===== config.mk =====
export PLATFORM = sky130hd
export DESIGN_NAME = bank_page_mapper
export DESIGN_NICKNAME = d
export VERILOG_FILES = /design/src/rtl/mpm_pkg.sv /design/src/rtl/mpm_io_decode.sv /design/src/rtl/mpm_page_file.sv /design/src/rtl/mpm_xlate.sv /design/src/rtl/bank_page_mapper.sv
export SDC_FILE = /design/constraint.sdc
export NUM_CORES = 1
export LEC_CHECK = 0
export BUFFER_PORTS_ARGS = -buffer_cell sky130_fd_sc_hd__buf_2
export CAP_MARGIN = 0
export CORE_AREA = 2 2 62 64
export DETAILED_ROUTE_END_ITERATION = 12
export DIE_AREA = 0 0 64 66
export PLACE_DENSITY = 0.79
export SYNTH_ARGS = -nofsm -noshare
export SYNTH_HDL_FRONTEND = slang
export SYNTH_SLANG_ARGS = --single-unit
export TNS_END_PERCENT = 50

===== constraint.sdc =====
create_clock -name clk -period 5.05 [get_ports clk]
set_input_delay 0.2525 -clock clk [delete_from_list [all_inputs] [get_ports clk]]
set_output_delay 0.2525 -clock clk [all_outputs]
set_load 0.01 [all_outputs]

===== src/rtl/mpm_pkg.sv =====
package mpm_pkg;
  // Which physical device a decoded page lands on.
  typedef enum logic [1:0] {
    REGION_ROM  = 2'd0,
    REGION_RAM  = 2'd1,
    REGION_NONE = 2'd2
  } region_e;

  // Default geometry of the mapper.
  localparam int unsigned CPU_ADDR_W  = 16;
  localparam int unsigned BANK_BITS   = 2;
  localparam int unsigned PAGE_W      = 8;
  localparam int unsigned PAGE_LINE_W = 5;
  localparam int unsigned IO_PORT_W   = 8;
  localparam int unsigned IO_DATA_W   = 8;
endpackage


===== src/rtl/mpm_io_decode.sv =====
module mpm_io_decode #(
  parameter int unsigned          PORT_W    = 8,
  parameter int unsigned          DATA_W    = 8,
  parameter int unsigned          BANK_BITS = 2,
  parameter logic [PORT_W-BANK_BITS-2:0] WINDOW_TAG = '1 >> 1
) (
  input  logic                 clk,
  input  logic                 rst,
  input  logic                 io_wr,
  input  logic [PORT_W-1:0]    io_port,
  input  logic [DATA_W-1:0]    io_data,
  output logic                 wr_page,
  output logic                 wr_enable,
  output logic [BANK_BITS-1:0] wr_bank,
  output logic [DATA_W-1:0]    wr_data
);
  // Bit just above the bank index splits page writes from enable writes.
  localparam int unsigned KIND_BIT = BANK_BITS;
  localparam int unsigned TAG_LO   = BANK_BITS + 1;

  logic              strobe_q;
  logic [PORT_W-1:0] port_q;
  logic [DATA_W-1:0] data_q;
  logic              commit;
  logic              in_window;

  // Keep the last port/data seen with the strobe high.
  always_ff @(posedge clk) begin
    if (rst) begin
      strobe_q <= 1'b0;
      port_q   <= '0;
      data_q   <= '0;
    end else begin
      strobe_q <= io_wr;
      if (io_wr) begin
        port_q <= io_port;
        data_q <= io_data;
      end
    end
  end

  always_comb begin
    commit    = strobe_q && !io_wr;
    in_window = (port_q[PORT_W-1:TAG_LO] == WINDOW_TAG);
    wr_page   = commit && in_window && !port_q[KIND_BIT];
    wr_enable = commit && in_window &&  port_q[KIND_BIT];
    wr_bank   = port_q[BANK_BITS-1:0];
    wr_data   = data_q;
  end
endmodule


===== src/rtl/mpm_page_file.sv =====
module mpm_page_file #(
  parameter int unsigned BANK_BITS = 2,
  parameter int unsigned PAGE_W    = 8
) (
  input  logic                 clk,
  input  logic                 rst,
  input  logic                 wr_page,
  input  logic                 wr_enable,
  input  logic [BANK_BITS-1:0] wr_bank,
  input  logic [PAGE_W-1:0]    wr_data,
  input  logic [BANK_BITS-1:0] rd_bank,
  output logic [PAGE_W-1:0]    rd_page,
  output logic                 paging_on
);
  localparam int unsigned NUM_BANKS = 1 << BANK_BITS;

  logic [PAGE_W-1:0] page_q [NUM_BANKS];

  // Page registers have no reset: their content is undefined until written.
  for (genvar b = 0; b < NUM_BANKS; b++) begin : g_bank
    always_ff @(posedge clk) begin
      if (wr_page && (wr_bank == BANK_BITS'(b))) begin
        page_q[b] <= wr_data;
      end
    end
  end

  always_ff @(posedge clk) begin
    if (rst) begin
      paging_on <= 1'b0;
    end else if (wr_enable) begin
      paging_on <= wr_data[0];
    end
  end

  assign rd_page = page_q[rd_bank];
endmodule


===== src/rtl/mpm_xlate.sv =====
module mpm_xlate #(
  parameter int unsigned PAGE_W      = 8,
  parameter int unsigned PAGE_LINE_W = 5
) (
  input  logic                   clk,
  input  logic                   rst,
  input  logic                   mem_req,
  input  logic                   paging_on,
  input  logic [PAGE_W-1:0]      page_in,
  output logic [PAGE_LINE_W-1:0] phys_page,
  output logic                   rom_cs_n,
  output logic                   ram_cs_n
);
  import mpm_pkg::*;

  // Bit above the address lines picks RAM, the next one reserves space.
  localparam int unsigned RAM_BIT = PAGE_LINE_W;
  localparam int unsigned RSV_BIT = PAGE_LINE_W + 1;

  function automatic region_e classify(input logic [PAGE_W-1:0] pg);
    if (pg[RSV_BIT])      return REGION_NONE;
    else if (pg[RAM_BIT]) return REGION_RAM;
    else                  return REGION_ROM;
  endfunction

  logic [PAGE_W-1:0] eff_page;
  region_e           region;

  always_comb begin
    eff_page = paging_on ? page_in : '0;
    region   = classify(eff_page);
  end

  always_ff @(posedge clk) begin
    if (rst) begin
      phys_page <= '0;
      rom_cs_n  <= 1'b1;
      ram_cs_n  <= 1'b1;
    end else begin
      phys_page <= eff_page[PAGE_LINE_W-1:0];
      rom_cs_n  <= !(mem_req && (region == REGION_ROM));
      ram_cs_n  <= !(mem_req && (region == REGION_RAM));
    end
  end
endmodule


===== src/rtl/bank_page_mapper.sv =====
module bank_page_mapper
  import mpm_pkg::*;
#(
  parameter int unsigned ADDR_W   = CPU_ADDR_W,
  parameter int unsigned BANK_W   = BANK_BITS,
  parameter int unsigned PG_W     = PAGE_W,
  parameter int unsigned PLINE_W  = PAGE_LINE_W,
  parameter int unsigned PORT_W   = IO_PORT_W,
  parameter int unsigned DATA_W   = IO_DATA_W
) (
  input  logic               clk,
  input  logic               rst,
  input  logic               io_wr,
  input  logic [PORT_W-1:0]  io_port,
  input  logic [DATA_W-1:0]  io_data,
  input  logic               mem_req,
  input  logic [ADDR_W-1:0]  mem_addr,
  output logic [PLINE_W-1:0] phys_page,
  output logic               rom_cs_n,
  output logic               ram_cs_n
);
  localparam int unsigned TAG_W = PORT_W - BANK_W - 1;
  localparam logic [TAG_W-1:0] WINDOW = TAG_W'(8'h78 >> (BANK_W + 1));

  logic              wr_page;
  logic              wr_enable;
  logic [BANK_W-1:0] wr_bank;
  logic [DATA_W-1:0] wr_data;
  logic [PG_W-1:0]   bank_page;
  logic              paging_on;
  logic [BANK_W-1:0] cur_bank;

  assign cur_bank = mem_addr[ADDR_W-1 -: BANK_W];

  mpm_io_decode #(
    .PORT_W    (PORT_W),
    .DATA_W    (DATA_W),
    .BANK_BITS (BANK_W),
    .WINDOW_TAG(WINDOW)
  ) u_decode (
    .clk      (clk),
    .rst      (rst),
    .io_wr    (io_wr),
    .io_port  (io_port),
    .io_data  (io_data),
    .wr_page  (wr_page),
    .wr_enable(wr_enable),
    .wr_bank  (wr_bank),
    .wr_data  (wr_data)
  );

  mpm_page_file #(
    .BANK_BITS(BANK_W),
    .PAGE_W   (PG_W)
  ) u_pages (
    .clk      (clk),
    .rst      (rst),
    .wr_page  (wr_page),
    .wr_enable(wr_enable),
    .wr_bank  (wr_bank),
    .wr_data  (PG_W'(wr_data)),
    .rd_bank  (cur_bank),
    .rd_page  (bank_page),
    .paging_on(paging_on)
  );

  mpm_xlate #(
    .PAGE_W     (PG_W),
    .PAGE_LINE_W(PLINE_W)
  ) u_xlate (
    .clk      (clk),
    .rst      (rst),
    .mem_req  (mem_req),
    .paging_on(paging_on),
    .page_in  (bank_page),
    .phys_page(phys_page),
    .rom_cs_n (rom_cs_n),
    .ram_cs_n (ram_cs_n)
  );
endmodule


# Word level (Yosys, flattened, before mapping)
# Memory sizes are Yosys's and may differ from the RTL's.
# Cells that the tools add are included.
[totals]
register_bits = 25
mem_bits_rw = 32
in_bits = 36
out_inout_bits = 7
wordCells = 54
memories = 1
[op_classes]
eq_ne = 5
n_mux = 20
n_bitwise = 1
reduce_logical = 20
[memory_table]
columns = ["name", "words", "word_bits", "rd", "rd_clocked_by_memory_dff", "wr", "line", "text"]
rows = [
  ["u_pages.page_q", 4, 8, 1, 0, 1, "mpm_page_file.sv:17", "logic [PAGE_W-1:0] page_q [NUM_BANKS];"],
]
[ops]
columns = ["op", "count"]
rows = [
  ["$mux W8", 3],
  ["$reduce_or A8 Y1", 3],
  ["$mux W1", 12],
  ["$logic_and A1 B1 Y1", 10],
  ["$mux W2", 4],
  ["$mux W7", 1],
  ["$eq A5 B4 Y1 const B", 1],
  ["$eq A2 B1 Y1 const B", 2],
  ["$eq A2 B2 Y1 const B", 2],
  ["$logic_not A1 Y1", 4],
  ["$logic_not A2 Y1", 2],
  ["$reduce_or A2 Y1", 1],
  ["$not A1 Y1", 1],
]

# Logic depth before layout (Yosys ltp)
# Gate-level depths: netlist of run 1.
[logic_depth]
word_depth = 11
ltp_mapped = 4
mapped_depth_nobuf = 3

# Cells and area by module
# From an unflattened synthesis of run 1, not the netlist that was laid out.
[unflattened]
cells_unflattened = 128
area_unflattened_um2 = 2087.0
[by_module_without_submodules]
columns = ["module", "instances", "cells_each", "area_each_um2", "seq_area_each_um2"]
rows = [
  ["mpm_page_file", 1, 50, 1221.2, 980.9],
  ["mpm_io_decode", 1, 61, 656.9, 340.3],
  ["mpm_xlate", 1, 17, 209.0, 140.1],
]

# Least setup slack after synthesis of run 1
# OpenSTA, ideal clock, no wires.
[synth_path]
kind = "input -> register"
from = "in io_wr"
to = "mem u_pages.page_q[1][0] (enable)"
setup_ns = 0.380
t_arrival_ns = 1.413
required_time_ns = 4.670
slack_ns = 3.256
cell_stages = 4
n_path_buf = 1
cell_sequence = "buf_4 > nor3b_1 > nand3b_1 > nor3_1"
[synth_via]
elab_chain_len = 11
word_cells_on_any_way = 25
cone_classes = "mux (14); reduce/logical (11)"
[synth_lines]
columns = ["element", "line", "text"]
rows = [
  ["start: declaration", "bank_page_mapper.sv:13", "input logic io_wr,"],
  ["$logic_not A1 Y1 (*)", "mpm_io_decode.sv:43", "commit = strobe_q && !io_wr;"],
  ["$logic_and A1 B1 Y1 (*)", "mpm_io_decode.sv:43", ""],
  ["$logic_and A1 B1 Y1 (*) (2 in a row)", "mpm_io_decode.sv:45", "wr_page = commit && in_window && !port_q[KIND_BIT];"],
  ["$logic_and A1 B1 Y1", "mpm_page_file.sv:22", "if (wr_page && (wr_bank == BANK_BITS'(b))) begin"],
  ["$mux W1", "mpm_page_file.sv:22", ""],
  ["$mux W1 (not written as such)", "mpm_page_file.sv:23", "page_q[b] <= wr_data;"],
  ["$reduce_or A8 Y1 (no source line)", "n/a", ""],
  ["$mux W2 (no source line) / $mux W1 (equally long branches) (3 in a row)", "n/a", ""],
  ["end: declaration", "mpm_page_file.sv:17", ""],
]
# Mark *: on every way between the ends. The rest lies on a longest branch, timed or not.

# Worst setup path in the final report of run 1
[layout_path]
from = "reg u_decode.port_q[3]"
to = "mem u_pages.page_q[3][1] (enable)"
[layout_via]
elab_chain_len = 10
word_cells_on_any_way = 24
cone_classes = "eq/ne (1); mux (14); reduce/logical (9)"
[layout_lines]
columns = ["element", "line", "text"]
rows = [
  ["start: declaration", "mpm_io_decode.sv:22", "logic [PORT_W-1:0] port_q;"],
  ["start signal: assignment", "mpm_io_decode.sv:36", "port_q <= io_port;"],
  ["$eq A5 B4 Y1 (*)", "mpm_io_decode.sv:44", "in_window = (port_q[PORT_W-1:TAG_LO] == WINDOW_TAG);"],
  ["$logic_and A1 B1 Y1 (*) (2 in a row)", "mpm_io_decode.sv:45", ""],
  ["$logic_and A1 B1 Y1", "mpm_page_file.sv:22", ""],
  ["$mux W1", "mpm_page_file.sv:22", ""],
  ["$mux W1 (not written as such)", "mpm_page_file.sv:23", ""],
  ["$reduce_or A8 Y1 (no source line)", "n/a", ""],
  ["$mux W2 (no source line) / $mux W1 (equally long branches) (3 in a row)", "n/a", ""],
]
# Marks and branches as above.

==> flow_metrics.tcl, run 1 <==
set metrics [dict create \
    insertion_delay_ns 0.37 \
    slowest_stage "nor3_1" \
    fin_util_pct 60.1 \
    setup_viol 0 \
    totalWireLength_mm 2.82 \
    drive_above_1_share_pct 25.5 \
    routedWlPerCell_microns 14.3 \
    grt_max_degree 20 \
    slew_viol_final 0 \
    seq_power_share_pct 62.2 \
    final_common_cell "edfxtp_1" \
    hold_viol_final 0 \
    netSwitchingPower_w 0.000148 \
    path_class "reg -> reg" \
    grt_use_total_pct 15.6 \
    peakVddDrop_mv 0.236 \
    stdcell_area_sq_um 2130 \
    clkTransAtPathRegs_ns 0.14 \
    clock_skew_ns 0.00862 \
    antenna_found_initial 0 \
    yosysSeqAreaShare_pct 70.1 \
    slew_headroom_pct 24.4 \
    place.detailed.hpwl_mm 1.94 \
    post_cts_resized 0 \
    post-route-drc-count 0 \
    nNetsFinal 184 \
    fp.dieH_microns 66 \
    post_dp_cell_area_sq_um 2040 \
    grt_pass1_wl_mm 4.72 \
    leakage_nw 0.812 \
    cts_max_path_buffers 2 \
    synth_nets 156 \
    yosys.area.top_type_share_pct 44.6 \
    ant_nets 0 \
    cts_tree "yes" \
    antenna_cells 0 \
    initial_utilization_pct 53.1 \
    clockRootBuffer "clkbuf_4" \
    start_kind "register" \
    final_cells 197 \
    ys_seq_elements 52 \
    vias_per_cell 5.13 \
    switching_share_pct 20.1 \
    h-tree-depth 2 \
    yosys.area.top_type "edfxtp_1" \
    hold_buffers 0 \
    dr_total_vias 1010 \
    drt_iter0_drc 29 \
    grt-ovfl-total 0 \
    min_path_type "in -> reg" \
    cp_cell_sequence "nor3b_1, nand3b_1, nor3_1" \
    numPortBuffers 27 \
    firstDrtPassIters 4 \
    design.die.area_sq_um 4220 \
    yosysWarnings 0 \
    critPathCaptureType "register" \
    design.core.area_sq_um 3550 \
    num_rows 22 \
    clock-sinks 52 \
    fmax_ghz 0.467 \
    status "finished clean" \
    die_x_microns 64 \
    layout_min_cycle_time_ns 2.14 \
    most-common-layout-cells "28 x edfxtp_1, 27 x buf_2, 24 x dfxtp_1" \
    synth_area_sq_um 1880 \
    critPathTopFamily "simple AND/OR/NAND/NOR gates" \
    powerDensity_nw_per_um2 346 \
    maxCapViolations 0 \
    cts_inserted_buffers 5 \
    p_int_w 0.000590 \
    syn_to_final_growth_pct 13.3 \
    slowest_delay_ns 0.89 \
    grt_pass1_vias 1009 \
    path_buf_inv 0 \
    combPwrFrac_pct 4.6 \
    worstMarginPinSlew_ns 1.13 \
    synth.avg_cell_area_sq_um 15.7 \
    post_synth_num_cell_types 23 \
    clkPwrFrac_pct 33.2 \
    crit_required_ns 5.05 \
    cp_data_arrival_time_ns 2.14 \
    io_pins 43 \
    synthTopCellsByArea "edfxtp_1 45%, dfxtp_1 25%, mux2i_1 7.4%" \
    rsz0062_at_grt "no" \
    dp_cells 189 \
    cts_setup_buffers 0 \
    fin_tns_setup_ns 0 \
    gp_congestion 0.676 \
    fin_total_pwr_w 0.000738 \
    synth_cells 120 \
    fin_crit_sh_pct 42.4 \
    crit_fanout 7 \
]
[Yosys cell counts (all sizes together)]
cell and instances:
dfxtp 24, clkbuf 3, mux4 7, nor2b 6, a31o 1, nand4 1, and4 1, nor2 14
nand2b 2, nand4b 1, buf 3, nand3b 2, inv 4, o21ai 1, a21oi 2, nand2 1
nor3 4, mux2i 14, nor3b 1, edfxtp 28
[worst register-to-register path: stages (launching register included)]
cell and delay [ns]:
dfxtp_1 0.35, nor3b_1 0.34, nand3b_1 0.20, nor3_1 0.89
[final cells by class]
type,instances,area [sq um]
Inverter,4,15.0
Clock buffer,6,51.3
Clock inverter,2,38.8
Timing Repair Buffer,27,135
Sequential cell,52,1320
Fill cell,297,1420
Tap cell,48,60.1
Multi-Input combinational cell,58,513
[metal layers]
metal / share of wire (%) / GRT usage [%]
met2: 50 / 25.9
met3: 5.5 / 4.43
met5: 0 / 0
met4: 2.0 / 8.97
met1: 42 / 18.2
[power groups by stage]
stage                     Combinational (W)  Clock [W]  Sequential (W)
after floorplan                   0.0000242          0        0.000467
final                             0.0000341   0.000245        0.000459
after detailed placement          0.0000346          0        0.000469
after global placement            0.0000329          0        0.000468
after CTS                         0.0000348   0.000249        0.000459
after global routing              0.0000383   0.000267        0.000461
[through the flow]
| step | hold WS [ns] | setup slack (ns) |
|---|---|---|
| after floorplan | 0.336 | 3.26 |
| after global placement | 0.454 | 2.69 |
| after detailed placement | 0.464 | 2.59 |
| after CTS | 0.0907 | 2.85 |
| after global routing | 0.0762 | 2.72 |
| final | 0.0957 | 2.91 |
[cell families after synthesis]
group           synth area share, %
buf+inv                        2.66
mux                            16.8
flops                          70.1
compound gates                 1.26
simple gates                   9.16
[worst paths after layout]
path	from	end	slack (ns)	depth (start not counted)
setup reg to reg	u_decode.port_q[3]	u_pages.page_q[3][1]	2.91	3
hold / removal	mem_req	u_xlate.rom_cs_n	0.1	2
hold reg to reg	u_decode.port_q[3]	u_decode.port_q[3]	0.48	2
setup / recovery	u_decode.port_q[3]	u_pages.page_q[3][1]	2.91	3
[flip-flops by register name, summed over array words and instances, names as in the netlist]
signal and flops:
u_xlate.phys_page 5, u_decode.strobe_q 1, u_pages.page_q 28, u_decode.port_q 8, u_pages.paging_on 1, u_decode.wr_data 7
u_xlate.rom_cs_n 1, u_xlate.ram_cs_n 1
No activity file was read; power rests on OpenSTA's default activity.
==> run 2, diff against run 1 <==
CORE_AREA = 2 2 64 66   (was 2 2 62 64)
DIE_AREA = 0 0 66 68   (was 0 0 64 66)
PLACE_DENSITY = 0.75   (was 0.79)
clock period = 2 ns   (was 5.05 ns; I/O delays follow)
==> flow_metrics.tcl, run 2 (synthesized netlist as in run 1, its figures left out) <==
set metrics [dict create \
    nFillCells 319 \
    slowest_delay_ns 0.33 \
    largest_register_ff_count 28 \
    cp_data_arrival_time_ns 1.60 \
    ant_nets 0 \
    num_rows 23 \
    regMostFlops "u_pages.page_q" \
    vias_per_cell 5.02 \
    final_common_cell "edfxtp_1" \
    leakage_nw 0.844 \
    hold_viol_final 0 \
    drive_above_1_share_pct 27.3 \
    worstMarginPinSlew_ns 0.358 \
    insertion_delay_ns 0.30 \
    routedWlPerCell_microns 14.7 \
    final_cells 204 \
    status "finished clean" \
    layout_min_cycle_time_ns 1.59 \
    totalWireLength_mm 2.99 \
    path_buf_inv 1 \
    grt_max_degree 20 \
    maxCapViolations 0 \
    slew_viol_final 0 \
    initial_utilization_pct 48.9 \
    grt-ovfl-total 0 \
    clockRootBuffer "clkbuf_8" \
    path_class "reg -> reg" \
    fp.dieH_microns 68 \
    clkTransAtPathRegs_ns 0.09 \
    die_x_microns 66 \
    start_kind "register" \
    grt_pass1_wl_mm 4.71 \
    dp_cells 196 \
    grt_pass1_vias 1017 \
    firstDrtPassIters 4 \
    rsz0062_at_grt "no" \
    peakVddDrop_mv 0.405 \
    design.die.area_sq_um 4490 \
    critPathCaptureType "register" \
    drt_iter0_drc 13 \
    crit_fanout 7 \
    switching_share_pct 19.8 \
    antenna_cells 0 \
    clock-sinks 52 \
    combPwrFrac_pct 4.6 \
    design.core.area_sq_um 3860 \
    cts_inserted_buffers 5 \
    fmax_ghz 0.629 \
    clkPwrFrac_pct 33.8 \
    slowest_stage "dfxtp_1" \
    antenna_found_initial 0 \
    cp_cell_sequence "nor3b_1, nand3b_1, nor3_1, buf_4" \
    h-tree-depth 2 \
    fin_tns_setup_ns 0 \
    netSwitchingPower_w 0.000373 \
    stdcell_area_sq_um 2190 \
    cts_tree "yes" \
    numPortBuffers 27 \
    place.detailed.hpwl_mm 2.12 \
    syn_to_final_growth_pct 16.1 \
    crit_required_ns 2.01 \
    grt_use_total_pct 14.6 \
    nNetsFinal 189 \
    most-common-layout-cells "28 x edfxtp_1, 27 x buf_2, 24 x dfxtp_1" \
    hold_buffers 0 \
    fin_total_pwr_w 0.00188 \
    p_int_w 0.00151 \
    setup_viol 0 \
    post_dp_cell_area_sq_um 2080 \
    seq_power_share_pct 61.6 \
    post-route-drc-count 0 \
    gp_congestion 0.735 \
    dr_total_vias 1024 \
    clock_skew_ns 0.00579 \
    slew_headroom_pct 76.1 \
    powerDensity_nw_per_um2 862 \
    cts_setup_buffers 0 \
    critPathTopFamily "simple AND/OR/NAND/NOR gates" \
    min_path_type "in -> reg" \
    io_pins 43 \
    post_cts_resized 0 \
    cts_max_path_buffers 2 \
    fin_crit_sh_pct 79.6 \
]
==> run 2: changes by cell type in the layout (fill, tap and decap cells not counted), sizes merged <==
cell and delta:
buf +5, bufinv -1, clkbuf +1
==> run 2: final cells by class <==
type	instances	area [sq um]	area share [%]
multi-input combinational	58	513	23.5
clock inverter	1	5.00	0.229
timing repair buffer	32	173	7.89
sequential	52	1320	60.4
tap	50	62.6	2.86
inverter	4	15.0	0.686
clock buffer	7	97.6	4.46
==> run 2: metal layers <==
metal,vias up,part of all wire [%],global-route usage [%]
li1,505,-,-
met1,489,44,17.2
met2,24,50,24.9
met3,6,5.1,3.62
met4,0,1.6,7.65
met5,-,0,0
==> run 2: through the flow <==
stage / util, % / hold WS (ns) / setup slack, ns
after floorplan: - / 0.184 / 0.318
after global placement: 54.1 / 0.302 / 0.501
after detailed placement: 54.1 / 0.320 / 0.414
after CTS: 56.7 / 0.00904 / 0.396
after global routing: 56.7 / 0.0292 / 0.233
final: 56.7 / 0.0108 / 0.409
==> run 2: power groups by stage <==
stage | Sequential (W) | Combinational, W | Clock (W)
2_1_floorplan | 0.00118 | 0.0000612 | 0
3_3_place_gp | 0.00118 | 0.0000836 | 0
4_1_cts | 0.00116 | 0.0000887 | 0.000651
5_1_grt | 0.00116 | 0.0000970 | 0.000698
6_report | 0.00116 | 0.0000871 | 0.000637
3_5_place_dp | 0.00119 | 0.0000884 | 0
==> run 2: path summary, 6_finish.rpt <==
path	start	endpoint	slack, ns	cells past startpoint
setup / recovery	u_decode.port_q[3]	u_pages.page_q[2][2]	0.41	4
hold / removal	mem_req	u_xlate.rom_cs_n	0.01	2
hold reg to reg	u_decode.port_q[3]	u_decode.port_q[3]	0.47	2
setup reg to reg	u_decode.port_q[3]	u_pages.page_q[2][2]	0.41	4
==> run 3, diff against run 2 <==
CORE_AREA = 2 2 67 69   (was 2 2 64 66)
DIE_AREA = 0 0 69 71   (was 0 0 66 68)
PLACE_DENSITY = 0.71   (was 0.75)
clock period = 1.3 ns   (was 2 ns; I/O delays follow)
==> flow_metrics.tcl, run 3 (synthesized netlist as in run 1, its figures left out) <==
set metrics [dict create \
    fmax_ghz 0.724 \
    insertion_delay_ns 0.30 \
    path_class "reg -> reg" \
    gp_congestion 0.681 \
    grt-ovfl-total 0 \
    seq_power_share_pct 63.6 \
    firstDrtPassIters 4 \
    fin_crit_sh_pct 106 \
    grt_pass1_wl_mm 5.55 \
    fin_total_pwr_w 0.00281 \
    slew_viol_final 0 \
    grt_use_total_pct 15.0 \
    violations "setup timing" \
    fin_tns_setup_ns -1.49 \
    setup_viol 28 \
    regMostFlops "u_pages.page_q" \
    drive_above_1_share_pct 36.5 \
    clkPwrFrac_pct 30.5 \
    rr_endpoint "u_pages.page_q[2][2]" \
    ant_nets 0 \
    worst_path_most_repeated_cell "buf_6" \
    cts_tree "yes" \
    syn_to_final_growth_pct 25.4 \
    cp_cell_sequence "and4_1, nand3b_1, buf_6, nor3_4, buf_6" \
    fp.dieH_microns 71 \
    critPathCaptureType "register" \
    status "complete, but fails checks" \
    clock-sinks 52 \
    cts_max_path_buffers 2 \
    crit_fanout 4 \
    h-tree-depth 2 \
    worstSetupStartpoint "u_decode.port_q[6]" \
    antenna_found_initial 0 \
    clockRootBuffer "clkbuf_8" \
    combPwrFrac_pct 5.8 \
    final_common_cell "edfxtp_1" \
    vias_per_cell 4.99 \
    rr_worst_depth 5 \
    leakage_nw 0.927 \
    start_kind "register" \
    crit_required_ns 1.32 \
    largest_register_ff_count 28 \
    clkTransAtPathRegs_ns 0.08 \
    slowest_stage "dfxtp_2" \
    switching_share_pct 20.8 \
    design.core.area_sq_um 4200 \
    path_buf_inv 2 \
    worstMarginPinSlew_ns 0.356 \
    layout_min_cycle_time_ns 1.38 \
    slew_headroom_pct 76.3 \
    post-route-drc-count 0 \
    num_rows 24 \
    totalWireLength_mm 3.30 \
    nNetsFinal 202 \
    path_depth 5 \
    r2r_setup_slack_ns -0.08 \
    rsz0062_at_grt "yes" \
    antenna_cells 0 \
    p_int_w 0.00223 \
    powerDensity_nw_per_um2 1190 \
    min_path_type "in -> reg" \
    peakVddDrop_mv 0.623 \
    most-common-layout-cells "28 x edfxtp_1, 27 x buf_2, 20 x dfxtp_1" \
    place.detailed.hpwl_mm 2.47 \
    hold_viol_final 0 \
    io_pins 43 \
    netSwitchingPower_w 0.000585 \
    die_x_microns 69 \
    dr_total_vias 1093 \
    design.die.area_sq_um 4900 \
    drt_iter0_drc 38 \
    grt_pass1_vias 1195 \
    cts_inserted_buffers 5 \
    numPortBuffers 27 \
    initial_utilization_pct 44.8 \
    crit_path_end "u_pages.page_q[2][2]" \
    clock_skew_ns 0.0118 \
    r2r_start "u_decode.port_q[6]" \
    layout_setup_ws_ns -0.0816 \
    cp_data_arrival_time_ns 1.40 \
    critPathTopFamily "simple AND/OR/NAND/NOR gates" \
    slowest_delay_ns 0.33 \
    routedWlPerCell_microns 15.1 \
    grt_max_degree 20 \
    maxCapViolations 0 \
]
run 3: layer usage:
layer  up-vias  GRT usage [%]  wire, microns
li1        532              -              -
met1       527           17.0           1390
met2        26           25.2           1670
met3         8           5.27            162
met4         0           7.41             82
met5         -              0              0
run 3: worst reg2reg max path, stage by stage (launching register included):
cell and delay [ns]:
dfxtp_2 0.33, and4_1 0.21, nand3b_1 0.10, buf_6 0.15
nor3_4 0.17, buf_6 0.15
run 3: timing repair:
action                     4_1_cts  5_1_grt
gates resized for setup          4        3
buffers inserted                 2        1
hold buffers                     2        0
hold endpoints to repair         3        0
setup endpoints to repair       28       28
pin swaps                        1        0
run 3: layout make-up:
cell class / instances / area (sq um)
fill: 355 / 1840
clock buffer: 7 / 76.3
tap: 52 / 65.1
multi-input combinational: 58 / 569
inverter: 4 / 15.0
clock inverter: 1 / 5.00
sequential: 52 / 1330
timing repair buffer: 45 / 307
run 3: how the worst min path moves through the flow:
stage | end | slack (ns) | start | cells after the start
5_1_grt | u_decode.port_q[3] | 0.008 | io_port[3] | 3
6_report | u_decode.wr_data[5] | 0.009 | io_data[5] | 3
2_1_floorplan | u_xlate.rom_cs_n | 0.15 | mem_req | 1
3_5_place_dp | u_xlate.rom_cs_n | 0.28 | mem_req | 2
4_1_cts | u_decode.wr_data[6] | 0.0004 | io_data[6] | 3
3_3_place_gp | u_xlate.rom_cs_n | 0.26 | mem_req | 2
run 3: power by group through the flow:
| stage | Combinational, W | Clock, W | Sequential [W] |
|---|---|---|---|
| global route | 0.000179 | 0.000969 | 0.00180 |
| finish | 0.000164 | 0.000858 | 0.00179 |
| global placement | 0.000147 | 0 | 0.00182 |
| CTS | 0.000163 | 0.000889 | 0.00179 |
| floorplan | 0.000101 | 0 | 0.00182 |
| detailed placement | 0.000157 | 0 | 0.00183 |
run 3: stage by stage:
stage | worst slack [ns] | hold WS [ns] | cells | utilization (%) | cell area (sq um)
2_1_floorplan | -0.206 | 0.149 | 120 | - | 1940
3_3_place_gp | -0.132 | 0.265 | 206 | 52.5 | 2210
3_5_place_dp | -0.246 | 0.277 | 206 | 52.5 | 2210
4_1_cts | -0.111 | 0.000398 | 218 | 55.8 | 2350
5_1_grt | -0.136 | 0.00763 | 219 | 56.2 | 2360
6_report | -0.0816 | 0.00859 | 219 | 56.2 | 2360
